===== src/rtl/pbm_pkg.sv =====
// Package: shared constants for the bus compliance monitor.
// Assumes rule bit k of the flag vector carries violation code k+1.
package pbm_pkg;
    localparam int NRULE = 7;
    localparam int CODEW = 3;

    // flag bit positions (code = bit + 1, lower code wins on ties)
    localparam int B_ORDER    = 0;
    localparam int B_SETUPLEN = 1;
    localparam int B_HOLD     = 2;
    localparam int B_WAITDROP = 3;
    localparam int B_MULTISEL = 4;
    localparam int B_RDSTRB   = 5;
    localparam int B_ENAFTER  = 6;

    // counter slots
    localparam int NCNT   = 4;
    localparam int C_WR   = 0;
    localparam int C_RD   = 1;
    localparam int C_WAIT = 2;
    localparam int C_ERR  = 3;
endpackage


===== src/rtl/pbm_rules.sv =====
// Module: rule evaluation for the bus compliance monitor.
// Keeps one cycle of bus history (phase class and a snapshot of the held
// signals) and produces a per-rule hit vector for the current cycle, plus
// completion and wait-cycle strobes. Assumes all inputs are synchronous to clk.
module pbm_rules
    import pbm_pkg::*;
#(
    parameter int NSEL = 4,
    parameter int AW   = 12,
    parameter int DW   = 32
) (
    input  logic             clk,
    input  logic             rst_n,
    input  logic [NSEL-1:0]  bus_sel,
    input  logic             bus_en,
    input  logic             bus_write,
    input  logic [AW-1:0]    bus_addr,
    input  logic [DW-1:0]    bus_wdata,
    input  logic [DW/8-1:0]  bus_strb,
    input  logic [2:0]       bus_prot,
    input  logic             bus_ready,
    output logic [NRULE-1:0] hit,
    output logic             done,
    output logic             wait_cyc
);
    localparam int SW    = DW / 8;
    localparam int SNAPW = NSEL + 1 + AW + DW + SW + 3;

    logic             sel_any;
    logic             setup_now;
    logic             multi_sel;
    logic [SNAPW-1:0] snap_now;
    logic [SNAPW-1:0] snap_q;
    logic             prev_setup;
    logic             prev_wait;
    logic             prev_done;

    // classify the current cycle
    always_comb begin
        sel_any   = |bus_sel;
        setup_now = sel_any && !bus_en;
        wait_cyc  = sel_any && bus_en && !bus_ready;
        done      = sel_any && bus_en && bus_ready;
        multi_sel = (bus_sel & (bus_sel - NSEL'(1))) != '0;
        snap_now  = {bus_sel, bus_write, bus_addr, bus_wdata, bus_strb, bus_prot};
    end

    // one cycle of history: phase class and held-signal snapshot
    always_ff @(posedge clk) begin
        if (!rst_n) begin
            prev_setup <= 1'b0;
            prev_wait  <= 1'b0;
            prev_done  <= 1'b0;
            snap_q     <= '0;
        end else begin
            prev_setup <= setup_now;
            prev_wait  <= wait_cyc;
            prev_done  <= done;
            snap_q     <= snap_now;
        end
    end

    // per-rule violation detection for this cycle
    always_comb begin
        hit             = '0;
        hit[B_ORDER]    = sel_any && bus_en && !(prev_setup || prev_wait);
        hit[B_SETUPLEN] = prev_setup && !(sel_any && bus_en);
        hit[B_HOLD]     = (prev_setup || prev_wait) && (snap_now != snap_q);
        hit[B_WAITDROP] = prev_wait && !(sel_any && bus_en);
        hit[B_MULTISEL] = multi_sel;
        hit[B_RDSTRB]   = sel_any && !bus_write && (bus_strb != '0);
        hit[B_ENAFTER]  = prev_done && bus_en;
    end

    // a stretched access that keeps select and enable raises no drop hit
    a_r5_wait_hold_clean: assert property (@(posedge clk) disable iff (!rst_n)
        wait_cyc ##1 (sel_any && bus_en) |-> !hit[B_WAITDROP]);
endmodule


===== src/rtl/pbm_flags.sv =====
// Module: sticky violation flags and first-failure code.
// Flags OR in the rule hits every cycle; the code latches the lowest-numbered
// hit while empty. Clear has priority over hits in the same cycle.
module pbm_flags
    import pbm_pkg::*;
(
    input  logic             clk,
    input  logic             rst_n,
    input  logic             clr,
    input  logic [NRULE-1:0] hit,
    output logic [NRULE-1:0] flags,
    output logic [CODEW-1:0] code
);
    logic [CODEW-1:0] first;

    // pick the lowest-numbered rule hit this cycle
    always_comb begin
        first = '0;
        for (int i = NRULE - 1; i >= 0; i--) begin
            if (hit[i]) first = CODEW'(i + 1);
        end
    end

    // accumulate flags and capture the first code
    always_ff @(posedge clk) begin
        if (!rst_n) begin
            flags <= '0;
            code  <= '0;
        end else if (clr) begin
            flags <= '0;
            code  <= '0;
        end else begin
            flags <= flags | hit;
            if (code == '0) code <= first;
        end
    end

    // set flags never drop without clear
    a_r10_sticky: assert property (@(posedge clk) disable iff (!rst_n)
        !clr |=> ((flags & $past(flags)) == $past(flags)));
    // a recorded code is held until clear
    a_r10_code_held: assert property (@(posedge clk) disable iff (!rst_n)
        (code != '0 && !clr) |=> $stable(code));
    // a code is present exactly when some flag is set
    a_r10_code_matches: assert property (@(posedge clk) disable iff (!rst_n)
        (code == '0) == (flags == '0));
    // clear empties flags and code
    a_r11_clear: assert property (@(posedge clk) disable iff (!rst_n)
        clr |=> (flags == '0 && code == '0));
endmodule


===== src/rtl/pbm_satcnt.sv =====
// Module: saturating event counter.
// Increments on inc until all ones, then holds. Only reset zeroes it.
module pbm_satcnt #(
    parameter int W = 16
) (
    input  logic         clk,
    input  logic         rst_n,
    input  logic         inc,
    output logic [W-1:0] cnt
);
    localparam logic [W-1:0] MAXV = '1;

    // count events, stop at the ceiling
    always_ff @(posedge clk) begin
        if (!rst_n)                 cnt <= '0;
        else if (inc && cnt != MAXV) cnt <= cnt + 1'b1;
    end

    // no wrap past the ceiling
    a_r12_saturate: assert property (@(posedge clk) disable iff (!rst_n)
        (cnt == MAXV) |=> (cnt == MAXV));
    // without an event the count holds
    a_r12_idle_hold: assert property (@(posedge clk) disable iff (!rst_n)
        !inc |=> $stable(cnt));
endmodule


===== src/rtl/pbus_monitor.sv =====
// Module: passive compliance monitor for a two-phase peripheral bus.
// Watches all bus signals, flags handshake, stability, exclusivity and
// strobe-rule violations, and counts transfer statistics. Drives nothing on
// the bus. Assumes a single clock and a synchronous active-low reset.
module pbus_monitor
    import pbm_pkg::*;
#(
    parameter int NSEL = 4,
    parameter int AW   = 12,
    parameter int DW   = 32,
    parameter int CNTW = 16
) (
    input  logic             clk,
    input  logic             rst_n,
    input  logic             clr,
    input  logic [NSEL-1:0]  bus_sel,
    input  logic             bus_en,
    input  logic             bus_write,
    input  logic [AW-1:0]    bus_addr,
    input  logic [DW-1:0]    bus_wdata,
    input  logic [DW/8-1:0]  bus_strb,
    input  logic [2:0]       bus_prot,
    input  logic             bus_ready,
    input  logic             bus_err,
    output logic [NRULE-1:0] viol_flags,
    output logic [CODEW-1:0] viol_code,
    output logic [CNTW-1:0]  cnt_wr,
    output logic [CNTW-1:0]  cnt_rd,
    output logic [CNTW-1:0]  cnt_wait,
    output logic [CNTW-1:0]  cnt_err
);
    logic [NRULE-1:0] hit;
    logic             done;
    logic             wait_cyc;
    logic [NCNT-1:0]  inc;
    logic [CNTW-1:0]  cnt_all [NCNT];

    pbm_rules #(.NSEL(NSEL), .AW(AW), .DW(DW)) u_rules (
        .clk(clk), .rst_n(rst_n),
        .bus_sel(bus_sel), .bus_en(bus_en), .bus_write(bus_write),
        .bus_addr(bus_addr), .bus_wdata(bus_wdata), .bus_strb(bus_strb),
        .bus_prot(bus_prot), .bus_ready(bus_ready),
        .hit(hit), .done(done), .wait_cyc(wait_cyc)
    );

    pbm_flags u_flags (
        .clk(clk), .rst_n(rst_n), .clr(clr), .hit(hit),
        .flags(viol_flags), .code(viol_code)
    );

    // statistic events; the error response matters only at completion
    always_comb begin
        inc         = '0;
        inc[C_WR]   = done && bus_write;
        inc[C_RD]   = done && !bus_write;
        inc[C_WAIT] = wait_cyc;
        inc[C_ERR]  = done && bus_err;
    end

    for (genvar g = 0; g < NCNT; g++) begin : g_cnt
        pbm_satcnt #(.W(CNTW)) u_cnt (
            .clk(clk), .rst_n(rst_n), .inc(inc[g]), .cnt(cnt_all[g])
        );
    end

    assign cnt_wr   = cnt_all[C_WR];
    assign cnt_rd   = cnt_all[C_RD];
    assign cnt_wait = cnt_all[C_WAIT];
    assign cnt_err  = cnt_all[C_ERR];

    // two-hot select is flagged at the next edge
    a_r6_multi_sel: assert property (@(posedge clk) disable iff (!rst_n)
        ($countones(bus_sel) > 1 && !clr) |=> viol_flags[B_MULTISEL]);
    // read with strobes is flagged
    a_r7_read_strb: assert property (@(posedge clk) disable iff (!rst_n)
        (|bus_sel && !bus_write && |bus_strb && !clr) |=> viol_flags[B_RDSTRB]);
    // access straight from idle is flagged
    a_r2_no_setup: assert property (@(posedge clk) disable iff (!rst_n)
        (!(|bus_sel) && !clr) ##1 (|bus_sel && bus_en && !clr) |=> viol_flags[B_ORDER]);
    // a second setup cycle is flagged
    a_r3_long_setup: assert property (@(posedge clk) disable iff (!rst_n)
        (|bus_sel && !bus_en && !clr) ##1 (|bus_sel && !bus_en && !clr) |=> viol_flags[B_SETUPLEN]);
    // enable kept high after a completion is flagged
    a_r8_en_after_done: assert property (@(posedge clk) disable iff (!rst_n)
        (|bus_sel && bus_en && bus_ready && !clr) ##1 (bus_en && !clr) |=> viol_flags[B_ENAFTER]);
endmodule


===== config.mk =====
export PLATFORM = sky130hd
export DESIGN_NAME = pbus_monitor
export DESIGN_NICKNAME = d
export VERILOG_FILES = /design/src/rtl/pbm_pkg.sv /design/src/rtl/pbm_rules.sv /design/src/rtl/pbm_flags.sv /design/src/rtl/pbm_satcnt.sv /design/src/rtl/pbus_monitor.sv
export SDC_FILE = /design/constraint.sdc
export NUM_CORES = 1
export LEC_CHECK = 0
export BUFFER_PORTS_ARGS = -buffer_cell sky130_fd_sc_hd__buf_2
export CORE_UTILIZATION = 54
export CTS_CLUSTER_DIAMETER = 120
export CTS_CLUSTER_SIZE = 25
export DETAILED_ROUTE_END_ITERATION = 8
export GPL_TIMING_DRIVEN = 0
export PLACE_DENSITY = 0.8
export SLEW_MARGIN = 5
export SYNTH_ARGS = -nofsm -noshare
export SYNTH_HDL_FRONTEND = slang
export SYNTH_HIERARCHICAL = 1
export SYNTH_SLANG_ARGS = --single-unit

===== constraint.sdc =====
create_clock -name clk -period 2.2 [get_ports clk]
set_clock_uncertainty 0.15 [all_clocks]
set_input_delay 0.22 -clock clk [delete_from_list [all_inputs] [get_ports clk]]
set_output_delay 0.22 -clock clk [all_outputs]
set_load 0.05 [all_outputs]

==> impl_summary.txt <==
----------------------------------------------------
[Critical path]
  Data arrival at the endpoint of the critical path ... 2.35 ns
  Top fanout value on the critical path ... 4
  Critical Path End Type ... flip-flop
  Worst Path Required ... between 2 and 2.5 ns
  Setup CP Type ... in -> reg
  Startpoint types ... input port

[Power]
  Internal power ... approximately 4.3 mW
  Share of power burned in the clock network ... roughly 46%
  Pleak ... between 3 and 4 nW
  Power density over the cells ... between 600 and 700 mW/mm²
  Net switching power ... 1.31 mW
  Highest ir drop seen on vdd ... 0.527 mV
  Relative contribution of sequential cells to total power ... 44.8%
  Combinational group share of total power ... a little under a tenth
  Net switching share of the total power ... about a quarter

[Clock tree]
  Clk buf depth ... 2
  Clock Sinks ... between 100 and 150
  Clock buffers created by TritonCTS ... 17
  Deepest level of the CTS H-tree ... 4
  Clk_lat worst skew ... ~0.53 ns
  # Post-CTS Setup Buffers ... 0
  Clock tree from TritonCTS ... built
  Clock Tree Root ... sky130_fd_sc_hd__clkbuf_8
  CTS clock-pin slew for the worst setup and hold paths ... 0.06 ns

[Cells and area]
  Area used by multi-input combinational logic ... between 0.003 and 0.004 mm²
  Ratio of cells with drive above 1 in the final layout ... ~22%
  Leading cell types in the layout, fill and taps excluded ... 135 x sky130_fd_sc_hd__buf_2, 133 x sky130_fd_sc_hd__dfxtp_1, 61 x sky130_fd_sc_hd__dlygate4sd3_1
  Net count reported at finish ... 932
  Most common library cell in the layout ignoring fill and taps ... sky130_fd_sc_hd__buf_2
  Number of inserted diodes ... 0
  Summed area of non-filler cells in the final layout ... between 0.008 and 0.009 mm²
  Final non-filler cell total ... 1019
  Area growth from synthesis to final layout ... 34.4%
  FF+latch area ... approximately 0.0027 mm²
  Fill cells ... 748

[Timing]
  Worst slew margin relative to its limit ... between 50% and 60%
  Min Clock Period, post-route ... 2.10 ns
  RSZ-0062 raised after global routing ... no
  Peak clock frequency supported by timing ... approximately 480 MHz
  Final hold violations ... 0
  Period utilisation layout ... between 90% and 100%
  Transition time at the pin with the least slew margin ... approximately 0.63 ns
  # setup viols final ... 0
  Count of pins over their slew limit ... 0

[Global route]
  Overflow left after global routing ... 0
  First-pass GRT wire length ... about 27000 µm
  Antenna violations before repair ... 0
  Largest net degree at the start of global routing ... 31
  Aggregate global-route resource usage ... a little under a third
  Vias in the first global route ... approximately 5600

[Floorplan]
  Placement row count ... 38
  I/O pins ... around 140
  Die Height ... roughly 110 µm
  Area of the core ... 0.0108 mm²
  Effective utilization at floorplan ... 55.6%
  Die area ... ~0.012 mm²
  Die extent in x ... approximately 110 µm

[Yosys]
  Total nets after synthesis ... approximately 700
  #FFs+latches synth ... about 130
  Yosys synthesis warning count ... 6
  Post-synth EDFFs ... 0
  Yosys cell types ... 43
  Sequential element share of the synthesized area ... 44.2%
  Per-instance average area after synthesis ... between 9 and 10 µm²
  Number of standard cells after synthesis ... 651
  Fraction of synthesis flops using an asynchronous set or reset pin ... 0%
  Post-Synthesis Cell Area ... between 0.006 and 0.007 mm²
  Main flop type after synthesis ... sky130_fd_sc_hd__dfxtp_1

[Drt]
  Routed Antenna Nets ... 0
  Count of unresolved DRC violations after routing ... 0
  Average wire per cell in the routed design ... 16.3 µm
  Vias ... 5745
  Via density per instance ... 5.64
  Violation count after the first detailed-route iteration ... between 300 and 400
  Length of the first detailed-routing pass in iterations ... 5
  Detailed Route WL ... between 15000 and 20000 µm

[Min path]
  Tightest Hold Check Type ... in -> reg

[Outcome]
  Outcome ... complete, no violations

[Placed design]
  Placed Area ... ~0.007 mm²
  Sum of net half-perimeters after detailed placement ... ~11000 µm
  Placer Congestion ... between 0.8 and 0.9
  Post-Place Cells ... just over 900
  Count of buffers from port buffering ... between 100 and 150

[Flow run]
  Reported max-cap violation count ... 0

----------------------------------------------------
-- cell type report --
class,instances,share of cell area [%]
sequential,133,32.9
inverter,18,0.834
buffer,16,0.974
tap,140,2.16
multi-input combinational,484,40.7
clock buffer,28,6.00
clock inverter,4,0.556
timing repair buffer,196,15.9
-- power by group through the flow --
stage / logic [mW] / clock network, mW / registers, mW
3_5_place_dp: 0.411 / 0 / 2.57
3_3_place_gp: 0.397 / 0 / 2.57
5_1_grt: 0.562 / 2.75 / 2.53
2_1_floorplan: 0.210 / 0 / 2.61
4_1_cts: 0.496 / 2.61 / 2.52
6_report: 0.520 / 2.59 / 2.52
-- per-stage QoR --
stage	setup TNS, ns	power, mW	hold slack, ns	setup slack, ns	util, %
final	0	5.63	0.0641	0.0969	74.7
after global routing	0	5.84	0.0764	0.0109	74.7
after CTS	0	5.63	0.0444	0.0170	74.0
after detailed placement	-1.17	2.98	0.280	-0.105	63.4
after global placement	-0.397	2.97	0.269	-0.0526	63.4
after floorplan	0	2.82	0.142	0.105	-
-- synthesized netlist by cell type, types with 4 or more instances --
cell / instances / area share, %
sky130_fd_sc_hd__o31ai_1: 20 / 2.5
sky130_fd_sc_hd__nor4_2: 6 / 1.2
sky130_fd_sc_hd__ha_1: 4 / 0.83
sky130_fd_sc_hd__nor3_1: 12 / 1.0
sky130_fd_sc_hd__dfxtp_1: 133 / 44
sky130_fd_sc_hd__o41ai_1: 4 / 0.58
sky130_fd_sc_hd__nor4_1: 18 / 1.9
sky130_fd_sc_hd__o211a_1: 4 / 0.66
sky130_fd_sc_hd__and2_1: 61 / 6.3
sky130_fd_sc_hd__nand3_1: 24 / 2.0
sky130_fd_sc_hd__nand2_1: 41 / 2.6
sky130_fd_sc_hd__nor2_1: 46 / 2.9
sky130_fd_sc_hd__nor4bb_1: 4 / 0.66
sky130_fd_sc_hd__or3_4: 4 / 0.75
sky130_fd_sc_hd__or4_1: 22 / 2.7
sky130_fd_sc_hd__and4_1: 12 / 1.7
sky130_fd_sc_hd__xnor2_1: 44 / 6.4
sky130_fd_sc_hd__a21oi_1: 36 / 3.0
sky130_fd_sc_hd__clkbuf_1: 11 / 0.69
sky130_fd_sc_hd__nand3b_1: 4 / 0.50
sky130_fd_sc_hd__buf_4: 5 / 0.62
sky130_fd_sc_hd__nand4_1: 23 / 2.4
sky130_fd_sc_hd__nor3b_1: 5 / 0.62
sky130_fd_sc_hd__o311ai_0: 4 / 0.58
sky130_fd_sc_hd__mux2i_1: 12 / 2.0
sky130_fd_sc_hd__inv_1: 18 / 1.1
sky130_fd_sc_hd__o211ai_1: 4 / 0.50
sky130_fd_sc_hd__xor2_1: 20 / 2.9
sky130_fd_sc_hd__nand2b_1: 11 / 1.1
sky130_fd_sc_hd__or3_1: 8 / 0.83
sky130_fd_sc_hd__nand4_4: 4 / 1.4
sky130_fd_sc_hd__o21ai_0: 16 / 1.3
-- state kept, by name, summed over array words and instances (netlist names) --
register / cells
u_flags/code: 3
u_rules/prev_done: 1
u_rules/snap_q: 56
u_rules/prev_wait: 1
u_flags/flags: 7
u_rules/prev_setup: 1
g_cnt.u_cnt/cnt: 64
-- repair_timing --
action / in CTS / in global routing
setup endpoints to repair: 0 / 45
hold endpoints to repair: 63 / 0
hold buffers: 61 / 0
gates resized for setup: 0 / 15
-- layer usage --
layer / vias up / share of wire [%] / track usage [%]
li1: 2796 / - / -
met1: 2691 / 41 / 35.7
met2: 221 / 50 / 51.2
met3: 37 / 6.0 / 7.75
met4: 0 / 2.8 / 14.7
met5: - / 0 / 0
-- path summary, 6_finish.rpt --
check | startpoint | to | slack, ns | depth (start not counted)
worst max-delay path | bus_wdata[16] | u_flags/code[1] | 0.1 | 10
worst min-delay path | bus_err | g_cnt[3].u_cnt/cnt[2] | 0.06 | 4
worst max register to register | u_rules/snap_q[25] | u_flags/code[1] | 0.14 | 8
worst min register to register | u_flags/flags[6] | u_flags/flags[6] | 0.31 | 2
-- worst max-delay path, cell delays in order --
cell and delay, ns:
sky130_fd_sc_hd__dlygate4sd3_1 0.55, sky130_fd_sc_hd__buf_2 0.14, sky130_fd_sc_hd__xor2_1 0.13, sky130_fd_sc_hd__nor4_1 0.32
sky130_fd_sc_hd__nand4_1 0.17, sky130_fd_sc_hd__nor3_2 0.24, sky130_fd_sc_hd__a31oi_2 0.16, sky130_fd_sc_hd__nor2_1 0.18
sky130_fd_sc_hd__o31a_2 0.16, sky130_fd_sc_hd__o22ai_1 0.06
-- logic make-up (layout without fill, tap and decap cells) --
group | count (synthesis) | count (layout) | share of synthesized area (%)
DFF | 133 | 133 | 44.2
xor gates and xnor gates | 64 | 64 | 9.30
and+or+nand+nor | 309 | 309 | 31.1
muxes | 12 | 12 | 1.99
buffers and inverters | 34 | 262 | 2.43
adders and majority gates | 5 | 5 | 0.997
AOI/OAI and AO/OA | 94 | 94 | 9.97
No activity file was read; power rests on OpenSTA's default activity.
